**src/rtl/tcap_pkg.sv**
```systemverilog
`timescale 1ns/1ps
package tcap_pkg;
  typedef enum logic [1:0] {
    EDGE_OFF  = 2'b00,
    EDGE_RISE = 2'b01,
    EDGE_FALL = 2'b10,
    EDGE_BOTH = 2'b11
  } edge_sel_e;

  localparam int CNT_W     = 16;
  localparam int DATA_W    = 8;
  localparam int OFS_CTRL  = 0;
  localparam int OFS_IEN   = 1;
  localparam int OFS_FLAG  = 2;
  localparam int OFS_CAP0  = 4;
endpackage

```
**src/rtl/tcap_edge.sv**
```systemverilog
`timescale 1ns/1ps
module tcap_edge #(
  parameter int STAGES = 2
) (
  input  logic clk_i,
  input  logic rst_ni,
  input  logic pin_i,
  output logic rise_o,
  output logic fall_o
);
  logic [STAGES-1:0] sync_q;
  logic              prev_q;
  logic              lvl;

  assign lvl = sync_q[STAGES-1];

  always_ff @(posedge clk_i or negedge rst_ni) begin
    if (!rst_ni) begin
      sync_q <= '0;
      prev_q <= 1'b0;
    end else begin
      sync_q <= {sync_q[STAGES-2:0], pin_i};
      prev_q <= lvl;
    end
  end

  assign rise_o = lvl & ~prev_q;
  assign fall_o = ~lvl & prev_q;
endmodule

```
**src/rtl/tcap_chan.sv**
```systemverilog
`timescale 1ns/1ps
module tcap_chan
  import tcap_pkg::*;
#(
  parameter int W = CNT_W
) (
  input  logic      clk_i,
  input  logic      rst_ni,
  input  logic      rise_i,
  input  logic      fall_i,
  input  edge_sel_e sel_i,
  input  logic [W-1:0] cnt_i,
  input  logic      rd_lo_i,
  input  logic      rd_hi_i,
  output logic [W-1:0] cap_o,
  output logic      lock_o,
  output logic      fire_o
);
  logic hit;

  always_comb begin
    unique case (sel_i)
      EDGE_RISE: hit = rise_i;
      EDGE_FALL: hit = fall_i;
      EDGE_BOTH: hit = rise_i | fall_i;
      default:   hit = 1'b0;
    endcase
  end

  // high-byte read at this edge already returned the held value, so a new event may land
  assign fire_o = hit && !rd_lo_i && (!lock_o || rd_hi_i);

  always_ff @(posedge clk_i or negedge rst_ni) begin
    if (!rst_ni) begin
      cap_o  <= '0;
      lock_o <= 1'b0;
    end else begin
      if (fire_o) cap_o <= cnt_i;
      if (rd_lo_i)      lock_o <= 1'b1;
      else if (rd_hi_i) lock_o <= 1'b0;
    end
  end
endmodule

```
**src/rtl/tmr_capture.sv**
```systemverilog
`timescale 1ns/1ps
module tmr_capture
  import tcap_pkg::*;
#(
  parameter int NUM_CH      = 2,
  parameter int SYNC_STAGES = 2,
  parameter int ADDR_W      = 4
) (
  input  logic                clk_i,
  input  logic                rst_ni,
  input  logic [CNT_W-1:0]    tmr_cnt_i,
  input  logic [NUM_CH-1:0]   cap_pin_i,
  input  logic [ADDR_W-1:0]   addr_i,
  input  logic                wr_en_i,
  input  logic                rd_en_i,
  input  logic [DATA_W-1:0]   wdata_i,
  output logic [DATA_W-1:0]   rdata_o,
  output logic                irq_o
);
  localparam int CTRL_W = 2 * NUM_CH;

  logic [CTRL_W-1:0]              ctrl_q;
  logic [NUM_CH-1:0]              ien_q, flag_q;
  logic [NUM_CH-1:0]              fire, lock_q, rise, fall, rd_lo, rd_hi;
  logic [NUM_CH-1:0][CNT_W-1:0]   cap_q;
  logic                           rd_flag;
  logic                           unused_wdata;

  assign unused_wdata = ^wdata_i;
  assign rd_flag = rd_en_i && (addr_i == ADDR_W'(OFS_FLAG));

  for (genvar c = 0; c < NUM_CH; c++) begin : g_ch
    localparam logic [ADDR_W-1:0] LO = ADDR_W'(OFS_CAP0 + 2 * c);
    localparam logic [ADDR_W-1:0] HI = ADDR_W'(OFS_CAP0 + 2 * c + 1);

    assign rd_lo[c] = rd_en_i && (addr_i == LO);
    assign rd_hi[c] = rd_en_i && (addr_i == HI);

    tcap_edge #(.STAGES(SYNC_STAGES)) u_edge (
      .clk_i  (clk_i),
      .rst_ni (rst_ni),
      .pin_i  (cap_pin_i[c]),
      .rise_o (rise[c]),
      .fall_o (fall[c])
    );

    tcap_chan #(.W(CNT_W)) u_chan (
      .clk_i   (clk_i),
      .rst_ni  (rst_ni),
      .rise_i  (rise[c]),
      .fall_i  (fall[c]),
      .sel_i   (edge_sel_e'(ctrl_q[2*c +: 2])),
      .cnt_i   (tmr_cnt_i),
      .rd_lo_i (rd_lo[c]),
      .rd_hi_i (rd_hi[c]),
      .cap_o   (cap_q[c]),
      .lock_o  (lock_q[c]),
      .fire_o  (fire[c])
    );
  end

  always_ff @(posedge clk_i or negedge rst_ni) begin
    if (!rst_ni) begin
      ctrl_q <= '0;
      ien_q  <= '0;
      flag_q <= '0;
    end else begin
      if (wr_en_i && addr_i == ADDR_W'(OFS_CTRL)) ctrl_q <= wdata_i[CTRL_W-1:0];
      if (wr_en_i && addr_i == ADDR_W'(OFS_IEN))  ien_q  <= wdata_i[NUM_CH-1:0];
      // set wins over read-clear
      flag_q <= (flag_q & ~{NUM_CH{rd_flag}}) | fire;
    end
  end

  assign irq_o = |(flag_q & ien_q);

  always_comb begin
    rdata_o = '0;
    if (addr_i == ADDR_W'(OFS_CTRL)) rdata_o = DATA_W'(ctrl_q);
    if (addr_i == ADDR_W'(OFS_IEN))  rdata_o = DATA_W'(ien_q);
    if (addr_i == ADDR_W'(OFS_FLAG)) rdata_o = DATA_W'(flag_q);
    for (int c = 0; c < NUM_CH; c++) begin
      if (addr_i == ADDR_W'(OFS_CAP0 + 2 * c))     rdata_o = cap_q[c][7:0];
      if (addr_i == ADDR_W'(OFS_CAP0 + 2 * c + 1)) rdata_o = cap_q[c][15:8];
    end
  end
endmodule

```
**config.mk**
```make
export PLATFORM = sky130hd
export DESIGN_NAME = tmr_capture
export DESIGN_NICKNAME = d
export VERILOG_FILES = /design/src/rtl/tcap_pkg.sv /design/src/rtl/tcap_edge.sv /design/src/rtl/tcap_chan.sv /design/src/rtl/tmr_capture.sv
export SDC_FILE = /design/constraint.sdc
export NUM_CORES = 1
export LEC_CHECK = 0
export BUFFER_PORTS_ARGS = -buffer_cell sky130_fd_sc_hd__buf_2
export CORE_UTILIZATION = 35
export DETAILED_ROUTE_END_ITERATION = 12
export PLACE_DENSITY = 0.52
export SLEW_MARGIN = 20
export SYNTH_ARGS = -nofsm -noshare
export SYNTH_HDL_FRONTEND = slang
export SYNTH_SLANG_ARGS = --single-unit
```
**constraint.sdc**
```tcl
create_clock -name clk_i -period 1.75 [get_ports clk_i]
set_clock_uncertainty 0.2 [all_clocks]
set_input_delay 0.175 -clock clk_i [delete_from_list [all_inputs] [get_ports clk_i]]
set_output_delay 0.175 -clock clk_i [all_outputs]
set_load 0.02 [all_outputs]
```
==> After elaboration in Yosys (flattened, before gate mapping) <==
Index checks and enable logic that the tools add are counted.
{ "classes": {"eq_ne": 12, "mux": 13, "bitwise": 14, "reduce_logical": 21} }
{ "op_table": {"columns": ["op", "n"], "rows": [
  ["8-bit two-way mux", 6],
  ["4-bit by 3-bit == test with 1-bit output, second input constant", 4],
  ["1-bit logical AND", 11],
  ["2-bit == test, second input constant", 4],
  ["1-bit case mux with 3 select lines", 2],
  ["1-bit bitwise AND", 4],
  ["2-bit bitwise AND", 2],
  ["2-bit by 1-bit == test with 1-bit output, second input constant", 2],
  ["4-bit by 1-bit == test with 1-bit output, second input constant", 1],
  ["4-bit by 2-bit == test with 1-bit output, second input constant", 1],
  ["1-bit logical NOT", 4],
  ["4-bit logical NOT", 1],
  ["1-bit two-way mux", 4],
  ["4-bit two-way mux", 1],
  ["1-bit NOT", 4],
  ["2-bit nonzero test", 2],
  ["1-bit logical OR", 2],
  ["2-bit NOT", 1],
  ["1-bit bitwise OR", 2],
  ["2-bit bitwise OR", 1],
  ["2-bit OR reduction", 1]
]} }
{ "totals": {"regBits": 48, "input_bits": 34, "out_inout_bits": 9, "elab_cells": 71} }

==> Longest topological paths before layout <==
{ "logic_depth": {"depth_word": 8, "ltp_mapped": 7, "ltp_nobuf": 6} }

==> Hierarchy <==
From an unflattened synthesis, not the netlist that was laid out.
{ "hier_totals": {"hier_cells": 165, "area_unflattened_um2": 2364.8} }
{ "modules_own_cells": {"columns": ["mod", "instances", "cells_per_inst", "area_each_um2", "seq_area_each_um2"], "rows": [
  ["tcap_chan", 2, 38, 703.2, 425.4],
  ["tmr_capture", 1, 79, 778.2, 200.2],
  ["tcap_edge", 2, 5, 90.1, 75.1]
]} }

==> Worst setup path before layout <==
OpenSTA, ideal clock, no wires.
{ "synth_path": {"kind": "input port to flip-flop", "startpoint": "input addr_i[1]", "endpoint": "register g_ch[0].u_chan.cap_o[10]", "setup_time_ps": 125, "t_arrival_ps": 1622, "required_time_ps": 1425, "setup_slack_ps": -197, "cell_stages": 6, "n_path_buf": 2, "path_cell_list": "buf_6 > nor4bb_4 > mux2_4 > a21oi_4 > buf_8 > mux2_4"} }
{ "synth_via": {"elab_chain_cells": 5, "elab_cells_between_ends": 8, "cone_classes": "2 x eq/ne; 6 x reduce/logical"} }
{ "synth_rtl": {"columns": ["element", "line_no", "text"], "rows": [
  ["start, declared", "tmr_capture.sv:13", "input logic [ADDR_W-1:0] addr_i,"],
  ["4-bit by 3-bit == test with 1-bit output", "tmr_capture.sv:36", "assign rd_lo[c] = rd_en_i && (addr_i == LO);"],
  ["1-bit logical AND", "tmr_capture.sv:36", null],
  ["1-bit logical NOT", "tcap_chan.sv:31", "assign fire_o = hit && !rd_lo_i && (!lock_o || rd_hi_i);"],
  ["1-bit logical AND", "tcap_chan.sv:31", null],
  ["1-bit logical AND *", "tcap_chan.sv:31", null],
  ["end signal, assigned", "tcap_chan.sv:38", "if (fire_o) cap_o <= cnt_i;"],
  ["end, declared", "tcap_chan.sv:15", "output logic [W-1:0] cap_o,"]
]} }
Mark *: on every way between the ends. The rest lies on a longest branch, timed or not.
A chain may end at the register's enable or synchronous reset.

==> Worst setup path after layout <==
{ "layout_path": {"startpoint": "register g_ch[0].u_edge.prev_q", "endpoint": "register g_ch[0].u_chan.cap_o[0]"} }
{ "layout_via": {"elab_chain_cells": 6, "elab_cells_between_ends": 7, "cone_classes": "1 x mux; 4 x bitwise; 2 x reduce/logical"} }
{ "layout_rtl": {"columns": ["element", "line_no", "text"], "rows": [
  ["start, declared", "tcap_edge.sv:12", "logic prev_q;"],
  ["start signal, assigned", "tcap_edge.sv:23", "prev_q <= lvl;"],
  ["1-bit NOT", "tcap_edge.sv:27", "assign rise_o = lvl & ~prev_q;"],
  ["1-bit bitwise AND", "tcap_edge.sv:27", null],
  ["1-bit bitwise OR", "tcap_chan.sv:25", "EDGE_BOTH: hit = rise_i | fall_i;"],
  ["1-bit case mux with 3 select lines *", "tcap_chan.sv:22", "unique case (sel_i)"],
  ["1-bit logical AND * (2 in series)", "tcap_chan.sv:31", null]
]} }
Marks and branches as above.

==> impl_metrics.json <==
{
  "status": "finished with violations",
  "violations": "negative setup slack",
  "root_buffer": "clkbuf_8",
  "crit_start": "g_ch[0].u_edge.prev_q",
  "worstReg2RegEnd": "g_ch[0].u_chan.cap_o[0]",
  "path_clk_slew_ps": 80,
  "worst_slack_ps": -190,
  "start_util_pct": 36.9,
  "clockPowerShare_pct": 17.1,
  "antenna_found_initial": 0,
  "htreeDepth": 2,
  "drv_cap": 0,
  "syn_nets": 207,
  "critPathMaxFanout": 17,
  "slew_violations": 0,
  "final_util_pct": 51.5,
  "via_per_inst": 4.93,
  "place_inst": 302,
  "netlist_area_um2": 2390,
  "synth_top_area_share_pct": 50.2,
  "ys_types": 35,
  "grt_max_degree": 49,
  "synth_most_common_cell": "dfrtp_1",
  "power.leakage_uw": 0.00155,
  "drt-pass1-iter-count": 6,
  "grt_pass1_vias": 1745,
  "syn_avg_cell_area_um2": 14.2,
  "rrSetupSlack_ps": -190,
  "fin_cells": 339,
  "rsz0062_at_grt": "true",
  "io_buffers": 38,
  "clock_sinks": 48,
  "power_frac_seq_pct": 46.1,
  "fp.dieW_um": 84.7,
  "synth_commonest_cells": "48 x dfrtp_1, 20 x mux2_2, 20 x mux2_4",
  "hold_viol_final": 0,
  "overflow": 0,
  "synth_edf_count": 0,
  "path_class": "register to register",
  "tns_ps": -5120,
  "rows": 29,
  "ys_ff_latch": 48,
  "rr_worst_depth": 7,
  "hp-class": "input port to register",
  "grt_use_total_pct": 15.5,
  "ys_async_sr_fraction_pct": 100,
  "p_int_uw": 2870,
  "die-area_um2": 7180,
  "place_hpwl_um": 3430,
  "finalCritPeriodShare_pct": 111,
  "gp_congestion": 0.750,
  "ant_nets": 0,
  "die_h_um": 84.7,
  "nNetsFinal": 299,
  "cp-start-kind": "register",
  "synth_cells": 169,
  "ir_drop_uv": 511,
  "grt_pass1_wl_um": 8630,
  "switching_share_pct": 27.3,
  "power_switching_uw": 1080,
  "yosys.area.top_type": "dfrtp_1",
  "worstReg2RegStart": "g_ch[0].u_edge.prev_q",
  "n_antenna_cell": 0,
  "vias": 1670,
  "wl_per_cell_um": 15.1,
  "layout-drive-gt1-share_pct": 51.9,
  "design_area_um2": 3340,
  "fmax_mhz": 515,
  "area_growth_pct": 39.7,
  "cp-end-kind": "register",
  "worstHoldStart": "wr_en_i",
  "worst-endpoint-required_ps": 1740,
  "cts_max_path_buffers": 2,
  "boundaryPins": 43,
  "finalCriticalPeriod_ps": 1940,
  "yosysWarnings": 0,
  "setup_violations": 39,
  "slew_headroom_pct": 82.1,
  "drc": 0,
  "cp.arrival_ps": 1930,
  "power_density_nw_per_um2": 1180,
  "dpl-instance-area_um2": 2840,
  "routed_wl_um": 5100,
  "yosys_most_used_dff": "dfrtp_1",
  "hold_path_depth": 3,
  "initialDrtViolationCount": 97,
  "clk_latency_ps": 300,
  "worst_pin_slew_ps": 268,
  "p_comb_share_pct": 36.8,
  "core_um2": 6490,
  "hold_path_end": "ien_q[1]",
  "cts_buffers": 5,
  "cts_tree": "yes",
  "ys_top_cells_by_area": "dfrtp_1 50%, mux2_4 13%, mux2_2 9.4%",
  "yosysSeqAreaShare_pct": 50.2
}
-- per-stage QoR --
step	total power, uW	setup slack (ps)	hold slack, ps
6_report	3950	-190	70.5
5_1_grt	4190	-282	77.9
4_1_cts	3890	-205	66.3
3_5_place_dp	3050	-194	-16.9
3_3_place_gp	3030	-174	-13.6
2_1_floorplan	2710	-174	-321
-- power groups by stage --
stage / Clock [uW] / Combinational, uW / Sequential [uW]
after floorplan: 0 / 965 / 1740
after global placement: 0 / 1190 / 1840
after detailed placement: 0 / 1210 / 1840
after CTS: 705 / 1360 / 1820
after global routing: 746 / 1570 / 1880
final: 673 / 1450 / 1820
-- metal layers --
| metal | vias to the layer above | track usage (%) | routed length, um |
|---|---|---|---|
| met5 | - | 0 | 0 |
| met4 | 0 | 4.62 | 59 |
| met3 | 6 | 3.64 | 218 |
| met2 | 35 | 22.5 | 2250 |
| met1 | 834 | 23.1 | 2580 |
| li1 | 795 | - | - |
-- what timing repair did --
item / CTS / global route
setup endpoints to repair: 40 / 40
resized for setup: 20 / 16
hold buffers: 23 / 0
hold endpoints to repair: 88 / 0
gates cloned: 0 / 1
pin swaps: 2 / 3
buffers inserted: 3 / 2
-- flip-flops by register name, summed over array words and instances (netlist names) --
| register | flops |
|---|---|
| g_ch.u_chan.cap_o | 32 |
| flag_q | 2 |
| ctrl_q | 4 |
| g_ch.u_edge.sync_q | 4 |
| g_ch.u_edge.prev_q | 2 |
| ien_q | 2 |
| g_ch.u_chan.lock_o | 2 |
-- cell families after synthesis --
logic type,synth area share (%)
compound gates,8.46
buf+inv,3.81
mux,27.0
fa+ha+maj,2.09
flops,50.2
simple gates,8.52
-- cell usage in the layout, fill, tap and decap left out, types with 3 or more instances in the layout --
cell           netlist  final
dfrtp_1             48     48
buf_2                0     31
buf_4                0     29
mux2_4              20     28
dlygate4sd3_1        0     23
mux2_2              20     12
inv_1                6      6
nor2b_1             10      6
clkbuf_8             0      6
nor2_1               6      5
a21oi_1              5      5
buf_6                2      5
mux4_2               4      4
ha_1                 4      4
nor2b_4              0      3
mux2i_1              3      3
o21ai_1              0      3
nand3_1              3      3
buf_12               1      3
-- critical path: stages (launching register included) --
cell,delay [ps]
dfrtp_1,360
inv_1,50
ha_1,280
nor2b_1,110
o21ai_1,110
a21oi_4,180
buf_12,190
mux2_2,340
-- area by class of cell --
cell class / instances / area, um2
clock buffer: 8 / 90.1
tap: 77 / 96.3
inverter: 6 / 22.5
fill: 582 / 3150
multi-input combinational: 108 / 1190
sequential: 48 / 1200
timing repair buffer: 92 / 744
-- worst max path at each step --
stage               slack [ps]                        to  cells past startpoint
floorplan                 -170  g_ch[0].u_chan.cap_o[10]                      6
global placement          -170   g_ch[0].u_chan.cap_o[4]                      6
detailed placement        -190   g_ch[0].u_chan.cap_o[4]                      7
CTS                       -210   g_ch[0].u_chan.cap_o[1]                      7
global route              -280   g_ch[0].u_chan.cap_o[2]                      7
finish                    -190   g_ch[0].u_chan.cap_o[0]                      7
No activity file was read; power rests on OpenSTA's default activity.
